[config.mk]
export PLATFORM = sky130hd
export DESIGN_NAME = modem_ctl_sts
export DESIGN_NICKNAME = d
export VERILOG_FILES = /design/src/rtl/mdm_pkg.sv /design/src/rtl/mdm_sync.sv /design/src/rtl/mdm_delta_fsm.sv /design/src/rtl/mdm_ctrl_reg.sv /design/src/rtl/modem_ctl_sts.sv
export SDC_FILE = /design/constraint.sdc
export NUM_CORES = 1
export LEC_CHECK = 0
export BUFFER_PORTS_ARGS = -buffer_cell sky130_fd_sc_hd__buf_2
export CAP_MARGIN = 30
export CORE_MARGIN = 3
export CORE_UTILIZATION = 29
export CTS_CLUSTER_DIAMETER = 80
export DETAILED_ROUTE_END_ITERATION = 8
export SYNTH_ARGS = -nofsm -noshare
export SYNTH_HDL_FRONTEND = slang
export SYNTH_HIERARCHICAL = 1
export SYNTH_SLANG_ARGS = --single-unit
export TNS_END_PERCENT = 20
[constraint.sdc]
create_clock -name clk -period 2.2 [get_ports clk]
set_input_delay 0.44 -clock clk [delete_from_list [all_inputs] [get_ports clk]]
set_output_delay 0.44 -clock clk [all_outputs]
set_load 0.01 [all_outputs]
[src/rtl/mdm_pkg.sv]
package mdm_pkg;
    localparam int NUM_LINES = 4;
    localparam int IDX_CTS   = 0;
    localparam int IDX_DSR   = 1;
    localparam int IDX_RI    = 2;
    localparam int IDX_DCD   = 3;
    localparam int CTL_BITS  = 5;
    localparam int LOOP_BIT  = 4;

    typedef enum logic {
        DS_CLEAR   = 1'b0,
        DS_FLAGGED = 1'b1
    } dstate_t;
endpackage

[src/rtl/mdm_sync.sv]
module mdm_sync #(
    parameter int W       = 4,
    parameter int STAGES  = 2,
    parameter bit RST_VAL = 1'b1
) (
    input  logic         clk,
    input  logic         rst,
    input  logic [W-1:0] d,
    output logic [W-1:0] q
);
    logic [W-1:0] stage [STAGES];

    always_ff @(posedge clk) begin
        if (rst) begin
            for (int s = 0; s < STAGES; s++) stage[s] <= {W{RST_VAL}};
        end else begin
            stage[0] <= d;
            for (int s = 1; s < STAGES; s++) stage[s] <= stage[s-1];
        end
    end

    assign q = stage[STAGES-1];
endmodule

[src/rtl/mdm_delta_fsm.sv]
module mdm_delta_fsm
    import mdm_pkg::*;
(
    input  logic clk,
    input  logic rst,
    input  logic evt,
    input  logic clr,
    output logic flag
);
    dstate_t state, state_nx;

    always_ff @(posedge clk) begin
        if (rst) state <= DS_CLEAR;
        else     state <= state_nx;
    end

    always_comb begin
        state_nx = state;
        unique case (state)
            DS_CLEAR:   if (evt)         state_nx = DS_FLAGGED;
            DS_FLAGGED: if (clr && !evt) state_nx = DS_CLEAR;
            default:                     state_nx = DS_CLEAR;
        endcase
    end

    always_comb begin
        flag = (state == DS_FLAGGED);
    end
endmodule

[src/rtl/mdm_ctrl_reg.sv]
module mdm_ctrl_reg
    import mdm_pkg::*;
(
    input  logic       clk,
    input  logic       rst,
    input  logic       we,
    input  logic [7:0] wdata,
    output logic [7:0] rdata,
    output logic       dtr_n,
    output logic       rts_n,
    output logic       out1_n,
    output logic       out2_n,
    output logic       loop_en
);
    localparam int PAD = 8 - CTL_BITS;

    logic [CTL_BITS-1:0] ctl_q;

    always_ff @(posedge clk) begin
        if (rst)     ctl_q <= '0;
        else if (we) ctl_q <= wdata[CTL_BITS-1:0];
    end

    always_comb begin
        loop_en = ctl_q[LOOP_BIT];
        rdata   = {{PAD{1'b0}}, ctl_q};
        dtr_n   = ~ctl_q[0];
        rts_n   = ~ctl_q[1];
        out1_n  = ~(ctl_q[2] & ~loop_en);
        out2_n  = ~(ctl_q[3] & ~loop_en);
    end
endmodule

[src/rtl/modem_ctl_sts.sv]
module modem_ctl_sts
    import mdm_pkg::*;
(
    input  logic       clk,
    input  logic       rst,
    input  logic       ctl_we,
    input  logic [7:0] ctl_wdata,
    output logic [7:0] ctl_rdata,
    input  logic       sts_rd,
    output logic [7:0] sts_rdata,
    input  logic       irq_en,
    output logic       irq,
    input  logic       cts_n,
    input  logic       dsr_n,
    input  logic       ri_n,
    input  logic       dcd_n,
    output logic       dtr_n,
    output logic       rts_n,
    output logic       out1_n,
    output logic       out2_n,
    output logic       loop_en
);
    logic [NUM_LINES-1:0] pin_n, sync_n, prev_n, evt, flags;

    assign pin_n = {dcd_n, ri_n, dsr_n, cts_n};

    mdm_sync #(.W(NUM_LINES), .STAGES(2), .RST_VAL(1'b1)) u_sync (
        .clk(clk), .rst(rst), .d(pin_n), .q(sync_n)
    );

    always_ff @(posedge clk) begin
        if (rst) prev_n <= '1;
        else     prev_n <= sync_n;
    end

    for (genvar i = 0; i < NUM_LINES; i++) begin : g_line
        if (i == IDX_RI) begin : g_trail
            assign evt[i] = sync_n[i] & ~prev_n[i];
        end else begin : g_any
            assign evt[i] = sync_n[i] ^ prev_n[i];
        end
        mdm_delta_fsm u_fsm (
            .clk(clk), .rst(rst), .evt(evt[i]), .clr(sts_rd), .flag(flags[i])
        );
    end

    assign sts_rdata = {~sync_n, flags};
    assign irq       = irq_en & (|flags);

    mdm_ctrl_reg u_ctrl (
        .clk(clk), .rst(rst), .we(ctl_we), .wdata(ctl_wdata),
        .rdata(ctl_rdata), .dtr_n(dtr_n), .rts_n(rts_n),
        .out1_n(out1_n), .out2_n(out2_n), .loop_en(loop_en)
    );
endmodule

==> impl_metrics.yaml, run 1 <==
run_status:
  status: "finished, final reports clean"
yosys:
  synth_area_leaders: "dfxtp_1 53%, buf_4 7.6%, mux2i_1 6.3%, or2_1 6.3%, inv_1 4.7%"
  yosysTopAreaCell: "dfxtp_1"
  synth_top_area_share_pct: 53.0
  synthTopCellsByCount: "21 x dfxtp_1, 10 x inv_1, 8 x buf_4, 8 x or2_1, 6 x nand2b_1"
  yosysMostFrequentCell: "dfxtp_1"
  syn_inst: 78
  synth_edf_count: 0
  ys_ff_latch: 21
  ys_async_sr_fraction_pct: 0
  seq_area_frac_synth_pct: 53.0
  synth.avg_cell_area_um2: 10.2
  synthFlopType: "dfxtp_1"
  synth_area_um2: 793
  ys_types: 14
  yosys_warnings: 6
floorplanning:
  dieArea_um2: 3400
  io_pins: 39
  die_h_um: 58.3
  rows: 18
  start_util_pct: 31.2
  die_x_um: 58.3
  core_area_um2: 2540
job:
  cap_violations: 0
clocking:
  numCtsBuffers: 3
  cts.clk_slew.worst_paths_ps: 110
  cts_setup_buffers: 0
  ctsResizeCount: 0
  cts_max_level: 1
  clkLatencyLatePin_ps: 290
  cts-hold-fix-buffers: 0
  cts_tree: "done"
  cts_num_sinks: 21
  cts_root_buf: "clkbuf_4"
  clk_path_buf_depth: 2
worst_setup_path:
  slowest_delay_ps: 410
  cp.arrival_ps: 1180
  path_buf_inv: 1
  cp_top_family: "compound AO/OA/AOI/OAI gates"
  critPathCaptureType: "output pin"
  crit_fanout: 3
  cp_slowest_cell: "o41a_1"
  critPathLaunchType: "flip-flop"
  crit_type: "flip-flop to output pin"
  path_cells: "o41a_1, buf_2"
  required_ps: 1760
detailed_routing:
  drt-initial-drc-count: 6
  drt-vias-per-instance: 3.90
  drt-pass1-iter-count: 2
  drc: 0
  wire_per_inst_um: 9.31
  via_count: 534
  drtAntennaViolNets: 0
  wirelength_um: 1280
timing:
  fin_setup_tns_ps: 0
  timing.final.crit_period_ps: 1620
  hold-worst-slack_ps: 312
  drv_slew: 0
  rsz0062_at_grt: "false"
  fin_crit_sh_pct: 73.6
  max_freq_mhz: 617
  finalHoldViolCount: 0
  setup_viol: 0
  fin_skew_ps: 7.62
power_and_ir_drop:
  power_density_nw_per_um2: 691
  power_switching_uw: 156
  p_int_uw: 504
  leakagePower_nw: 0.469
  comb_power_share_pct: 11.6
  clkPwrFrac_pct: 26.5
  p_seq_share_pct: 61.9
  switching_share_pct: 23.6
  vdd_drop_max_uv: 391
global_routing:
  grt_pass1_wl_um: 2100
  grt_pass1_vias: 503
  grt_max_degree: 22
  grtUsageTotal_pct: 8.17
  grt-ovfl-total: 0
  antenna_found_initial: 0
final_layout:
  final_core_util_pct: 37.5
  nNetsFinal: 125
  drive_above_1_share_pct: 41.1
  area_growth_pct: 20.3
  antenna_cells: 0
placement:
  dp_hpwl_um: 986
  portBuffers: 32
  gp_congestion: 0.585
worst_hold_path:
  hp-class: "primary input to flip-flop"
[flip-flops by register name, summed over array words and instances, names as in the netlist]
signal             count
g_line.u_fsm/flag      4
prev_n                 4
u_ctrl/ctl_q           5
u_sync/stage           8
[cell families after synthesis]
family	share of synthesized area [%]
AND/OR/NAND/NOR	17.4
other	0.473
XOR/XNOR	3.31
multiplexers	6.31
flip-flops	53.0
buffers and inverters	13.7
AO/OA/AOI/OAI	5.84
[worst reg2reg max path, cell delays in order (launching register included)]
cell and delay [ps]:
dfxtp_1 380, xor2_1 140, inv_1 60, a21oi_2 100
[layer usage]
layer / GRT usage (%) / wire length, um
met2: 13.2 / 647
met1: 9.84 / 534
met4: 3.97 / 0
met5: 0 / 0
met3: 2.41 / 95
[final timing paths]
path	from	end	depth (start not counted)	slack (ps)
setup reg to reg	u_sync/stage[0][4]	g_line[0].u_fsm/flag	3	1460
hold reg to reg	u_sync/stage[0][1]	u_sync/stage[0][5]	1	410
hold / removal	cts_n	u_sync/stage[0][0]	2	310
setup / recovery	g_line[1].u_fsm/flag	irq	2	580
[cell usage in the layout, fill, tap and decap left out]
| master | instances |
|---|---|
| mux2i_1 | 5 |
| a21oi_2 | 4 |
| inv_1 | 10 |
| buf_2 | 32 |
| dfxtp_1 | 21 |
| or2_2 | 4 |
| nor2_1 | 5 |
| xor2_1 | 3 |
| clkbuf_4 | 3 |
| or2_1 | 8 |
| nor2b_1 | 1 |
| conb_1 | 3 |
| o41a_1 | 1 |
| nand2b_1 | 6 |
| clkinv_2 | 1 |
[layout make-up]
cell class / instances / area, um^2
fill: 266 / 1590
sequential: 21 / 420
multi-input combinational: 40 / 272
timing repair buffer: 32 / 160
inverter: 10 / 37.5
tap: 30 / 37.5
clock buffer: 3 / 22.5
clock inverter: 1 / 5.00
[power groups by stage]
stage / logic (mW) / clock network [mW] / registers, mW
floorplan: 0.0486 / 0 / 0.419
global route: 0.0863 / 0.196 / 0.411
detailed placement: 0.0779 / 0 / 0.417
global placement: 0.0765 / 0 / 0.416
CTS: 0.0785 / 0.188 / 0.409
finish: 0.0767 / 0.175 / 0.408
[through the flow]
stage | instances | power, mW | setup slack (ps) | instance area (um^2)
after floorplan | 80 | 0.467 | 972 | 801
after global placement | 133 | 0.492 | 920 | 927
after detailed placement | 133 | 0.495 | 894 | 927
after CTS | 137 | 0.675 | 552 | 955
after global routing | 137 | 0.694 | 536 | 955
final | 137 | 0.660 | 580 | 955
Note: power is estimated with default switching activity, not from simulation.
==> run 2: changes to the inputs <==
Settings changed: ABC_AREA from default to 1.
Clock period 2.2 ns to 1.7 ns, I/O delays scaled along.
==> run 2 against run 1 <==
Net effect: design area increased by 4.5%; clock-buffer cell count unchanged; worst hold slack got worse by 100 ps; utilization increased by 0.66 points; power increased by 33%; largest power group unchanged; first-iteration DRC count increased to 4.7 times the previous value; clock skew decreased by 1.3 ps; synthesized cell count increased by 44%; sequential cell count unchanged; global-route usage decreased by 0.19 points; area after synthesis increased by 5.4%.
==> impl_metrics.yaml, run 2 <==
final_layout:
  antenna_cells: 0
  fillCellCount: 287
  nNetsFinal: 159
  area_growth_pct: 19.3
  layout_common_cells: "32 x buf_2, 31 x inv_1, 28 x nand2_1, 21 x dfxtp_1, 13 x nor2_1"
  final_common_cell: "buf_2"
  multi_input_area_um2: 231
  drive_above_1_share_pct: 29.1
  final_core_util_pct: 38.2
  top_register: "u_sync/stage"
  regArea_um2: 420
  reg_top3: "u_sync/stage x8, u_ctrl/ctl_q x5"
  largest_reg_flops: 8
worst_setup_path:
  critPathLaunchType: "flip-flop"
  required_ps: 1360
  crit_fanout: 3
  setup.worst_path.start: "g_line[0].u_fsm/flag"
  critPathCaptureType: "output pin"
  rr_startpoint: "u_sync/stage[0][7]"
  cp.arrival_ps: 990
  crit_type: "flip-flop to output pin"
floorplanning:
  die_h_um: 59.7
  rows: 18
  start_util_pct: 32.0
  dieArea_um2: 3560
  die_x_um: 59.7
  io_pins: 39
  core_area_um2: 2610
clocking:
  cts_root_buf: "clkbuf_4"
  cts_setup_buffers: 0
  numCtsBuffers: 3
  clkLatencyLatePin_ps: 300
  clk_path_buf_depth: 2
  cts.clk_slew.worst_paths_ps: 110
  cts_max_level: 1
  cts-hold-fix-buffers: 0
  cts_tree: "done"
  cts_num_sinks: 21
  ctsResizeCount: 0
detailed_routing:
  drt-pass1-iter-count: 2
  drt-vias-per-instance: 3.79
  drt-initial-drc-count: 28
  wire_per_inst_um: 7.91
  wirelength_um: 1350
  via_count: 648
  drc: 0
  drtAntennaViolNets: 0
timing:
  drv_slew: 0
  fin_crit_sh_pct: 78.2
  max_freq_mhz: 752
  timing.final.crit_period_ps: 1330
  finalHoldViolCount: 0
  fin_skew_ps: 6.29
  rsz0062_at_grt: "false"
  fin_setup_tns_ps: 0
  setup_viol: 0
placement:
  portBuffers: 32
  gp_congestion: 0.710
  dp_hpwl_um: 1100
global_routing:
  grt.busiest_layer: "met2"
  use_met2_pct: 12.7
  grt-ovfl-total: 0
  grt_max_degree: 13
  grt_pass1_vias: 530
  global_route.usage.met1_pct: 8.75
  antenna_found_initial: 0
  grt_pass1_wl_um: 2100
  grtUsageTotal_pct: 7.98
  grtUsageMet3_pct: 5.40
yosys:
  synth.avg_cell_area_um2: 7.46
  ys_async_sr_fraction_pct: 0
  ys_types: 11
  yosysTopAreaCell: "dfxtp_1"
  synthTopCellsByCount: "31 x inv_1, 28 x nand2_1, 21 x dfxtp_1"
  yosys_warnings: 6
  seq_area_frac_synth_pct: 50.3
  synth_edf_count: 0
  synth_area_leaders: "dfxtp_1 50%, inv_1 14%, nand2_1 13%, buf_4 7.2%, nor2_1 5.8%"
  synthFlopType: "dfxtp_1"
  ys_ff_latch: 21
  syn_inst: 112
  synth_top_area_share_pct: 50.3
  synth_area_um2: 836
  yosysMostFrequentCell: "inv_1"
power_and_ir_drop:
  power_density_nw_per_um2: 877
  clkPwrFrac_pct: 26.4
  vdd_drop_max_uv: 608
  leakagePower_nw: 0.599
  power_switching_uw: 222
  p_int_uw: 653
  comb_power_share_pct: 13.0
  p_seq_share_pct: 60.5
  switching_share_pct: 25.4
worst_hold_path:
  hp-start: "dcd_n"
  hp-class: "primary input to flip-flop"
job:
  cap_violations: 0
run_status:
  status: "finished, final reports clean"
[run 2: cell count changes in the layout (fill, tap and decap cells not counted)]
cell / previous run / this run
inv_1: 10 / 31
o41a_1: 1 / 0
or2_1: 8 / 0
a21oi_1: 0 / 1
or2_2: 4 / 0
nor2b_1: 1 / 0
mux2i_1: 5 / 0
inv_2: 0 / 1
nand2b_1: 6 / 0
nand2_1: 0 / 28
nor2_1: 5 / 13
[run 2: path summary, 6_finish.rpt]
path | to | slack, ps | cells after the start
setup reg to reg | g_line[3].u_fsm/flag | 950 | 3
hold / removal | u_sync/stage[0][3] | 210 | 3
setup / recovery | irq | 370 | 3
hold reg to reg | u_sync/stage[0][6] | 420 | 2
[run 2: layer usage]
metal / wire length [um] / vias up
met2: 570 / 29
li1: - / 353
met5: 0 / -
met3: 196 / 0
met4: 0 / 0
met1: 586 / 266
[run 2: kinds of logic (layout without fill, tap and decap cells)]
family / Yosys count / after routing / synth area share, %
simple gates: 41 / 41 / 18.4
buf+inv: 41 / 68 / 22.9
flops: 21 / 21 / 50.3
compound gates: 5 / 5 / 4.79
xor+xnor: 3 / 3 / 3.14
other cells: 1 / 3 / 0.449
[run 2: metrics by stage]
| stage | std cells | worst slack (ps) | hold slack [ps] | total power [mW] | cell area (um^2) |
|---|---|---|---|---|---|
| 5_1_grt | 171 | 275 | 195 | 0.935 | 997 |
| 3_5_place_dp | 167 | 654 | 397 | 0.657 | 970 |
| 3_3_place_gp | 167 | 661 | 383 | 0.654 | 970 |
| 4_1_cts | 171 | 340 | 196 | 0.893 | 997 |
| 6_report | 171 | 370 | 208 | 0.874 | 997 |
| 2_1_floorplan | 114 | 699 | 380 | 0.619 | 843 |
[run 2: critical path: stages, from the launching register on]
cell	delay, ps
dfxtp_1	380
nor2_1	60
a21oi_1	120
buf_2	140
[run 2: power groups by stage]
stage | combinational, mW | clock [mW] | sequential [mW]
finish | 0.114 | 0.231 | 0.529
CTS | 0.116 | 0.247 | 0.530
floorplan | 0.0744 | 0 | 0.545
global placement | 0.114 | 0 | 0.539
global route | 0.131 | 0.271 | 0.533
detailed placement | 0.116 | 0 | 0.541
[run 2: layout make-up]
class	instances	share of cell area [%]
Tap cell	30	3.76
Multi-Input combinational cell	52	23.2
Clock inverter	1	0.502
Timing Repair Buffer	32	16.1
Sequential cell	21	42.2
Inverter	32	12.0
Clock buffer	3	2.26
==> run 3: changes to the inputs <==
Settings changed: ABC_AREA 1 to 0.
Clock period 1.7 ns to 1.1 ns, I/O delays scaled along.
==> run 3 against run 2 <==
Net effect: the run now ends with negative setup slack left; worst setup slack got worse by 660 ps; worst hold slack worse by 110 ps; die area is 4.6% lower; sequential cell count unchanged; design area up 3.4%; first-iteration DRC count decreased by 89%; clock-buffer cell count increased by 1; critical endpoint unchanged.
==> impl_metrics.yaml, run 3 (synthesis results as in run 1) <==
clocking:
  clk_path_buf_depth: 2
  clkLatencyLatePin_ps: 290
  cts_tree: "done"
  cts_max_level: 1
  numCtsBuffers: 3
  cts_root_buf: "clkbuf_4"
  cts-hold-fix-buffers: 0
  cts_num_sinks: 21
  cts.clk_slew.worst_paths_ps: 100
detailed_routing:
  wire_per_inst_um: 9.11
  drt-pass1-iter-count: 4
  drtAntennaViolNets: 0
  drc: 0
  wirelength_um: 1280
  drt-vias-per-instance: 3.89
  via_count: 544
  drt-initial-drc-count: 3
placement:
  portBuffers: 32
  gp_congestion: 0.585
  dp_hpwl_um: 961
  placedCellCount: 133
worst_setup_path:
  critPathCaptureType: "output pin"
  rr_worst_depth: 1
  cp.arrival_ps: 1170
  critPathLaunchType: "flip-flop"
  crit_type: "flip-flop to output pin"
  crit_fanout: 2
  rr_startpoint: "u_sync/stage[0][4]"
  slowest_delay_ps: 400
  r2r_end: "prev_n[0]"
  required_ps: 880
  path_cells: "o41a_1, buf_2"
  cp_slowest_cell: "o41a_1"
  r2r_slack_ps: 370
floorplanning:
  core_area_um2: 2540
  start_util_pct: 31.2
  rows: 18
  io_pins: 39
  die_x_um: 58.3
  die_h_um: 58.3
  dieArea_um2: 3400
final_layout:
  reg_top3: "u_sync/stage x8, u_ctrl/ctl_q x5"
  finalNonFillerCells: 140
  fillCellCount: 264
  antenna_cells: 0
  largest_reg_flops: 8
  drive_above_1_share_pct: 51.8
  top_register: "u_sync/stage"
  layout_common_cells: "28 x buf_2, 11 x dfxtp_1, 10 x inv_1, 9 x dfxtp_2, 8 x or2_1"
  area_growth_pct: 30.0
  final_common_cell: "buf_2"
  nNetsFinal: 128
timing:
  fin_setup_tns_ps: -342
  worst_slack_ps: -288
  rsz0062_at_grt: "true"
  setup_viol: 3
  drv_slew: 0
  timing.final.crit_period_ps: 1390
  hold-worst-slack_ps: 98.2
  max_freq_mhz: 720
  finalHoldViolCount: 0
  fin_crit_sh_pct: 126
  fin_skew_ps: 0.289
run_status:
  failed_checks: "negative setup slack"
  status: "complete, but fails checks"
worst_hold_path:
  hp-class: "primary input to flip-flop"
  hold_end: "u_sync/stage[0][0]"
  hold_depth: 2
  hp-start: "cts_n"
power_and_ir_drop:
  leakagePower_nw: 0.493
  power_density_nw_per_um2: 1300
  vdd_drop_max_uv: 1250
global_routing:
  antenna_found_initial: 0
  grt_pass1_wl_um: 2120
  grt_max_degree: 22
  grtUsageTotal_pct: 8.15
  grt_pass1_vias: 518
  grt-ovfl-total: 0
job:
  cap_violations: 0
## run 3: cell types whose count changed in the layout (fill, tap and decap cells not counted), moves of 4 or more
| cell | before | now |
|---|---|---|
| dfxtp_1 | 21 | 11 |
| nand2b_1 | 0 | 5 |
| buf_2 | 32 | 28 |
| inv_1 | 31 | 10 |
| nand2_1 | 28 | 0 |
| buf_6 | 0 | 6 |
| nor2_1 | 13 | 5 |
| or2_2 | 0 | 4 |
| mux2i_1 | 0 | 5 |
| dfxtp_2 | 0 | 9 |
| or2_1 | 0 | 8 |
## run 3: report_power, final
part | switching [mW] | internal (mW) | total, mW
clock network | 0.202 | 0.141 | 0.343
logic | 0.0806 | 0.0948 | 0.175
registers | 0.0214 | 0.798 | 0.819
total | 0.304 | 1.03 | 1.34
## run 3: what timing repair did
item,CTS,global route
setup buffers,1,2
setup endpoints to repair,3,11
pin swaps,0,1
gates resized for setup,4,14
## run 3: area by class of cell
cell class | count | area (um^2) | area share [%]
clock buffer | 4 | 26.3 | 2.55
multi-input combinational | 40 | 279 | 27.1
sequential | 21 | 435 | 42.2
tap | 30 | 37.5 | 3.64
inverter | 10 | 37.5 | 3.64
timing repair buffer | 35 | 215 | 20.9
## run 3: per-stage QoR
stage          cell area (um^2)  utilization [%]  setup slack (ps)  total power, mW
2_1_floorplan               801                -              92.0            0.934
3_3_place_gp                927             36.4              41.1            0.985
3_5_place_dp                927             36.4              37.9            0.989
4_1_cts                     971             38.2              -298             1.35
5_1_grt                    1030             40.5              -342             1.43
6_report                   1030             40.5              -288             1.34
## run 3: how the worst max path moves through the flow
| stage | slack, ps | end | from | depth (start not counted) |
|---|---|---|---|---|
| final | -290 | irq | g_line[2].u_fsm/flag | 2 |
| after CTS | -300 | irq | g_line[1].u_fsm/flag | 2 |
| after global routing | -340 | irq | g_line[2].u_fsm/flag | 2 |
| after global placement | 40 | irq | g_line[1].u_fsm/flag | 2 |
| after detailed placement | 40 | irq | g_line[1].u_fsm/flag | 2 |
| after floorplan | 90 | irq | g_line[1].u_fsm/flag | 1 |
## run 3: metal layers
metal  part of all wire [%]  global-route usage, %
met2                     47                   13.2
met5                      0                      0
met1                     44                   9.65
met4                   0.86                  0.993
met3                    7.9                   4.61
## run 3: worst max-delay path, delay by kind of cell (launching register included)
kind            cells  cell delay [ps]
flops               1              330
buf+inv             1              140
compound gates      1              400
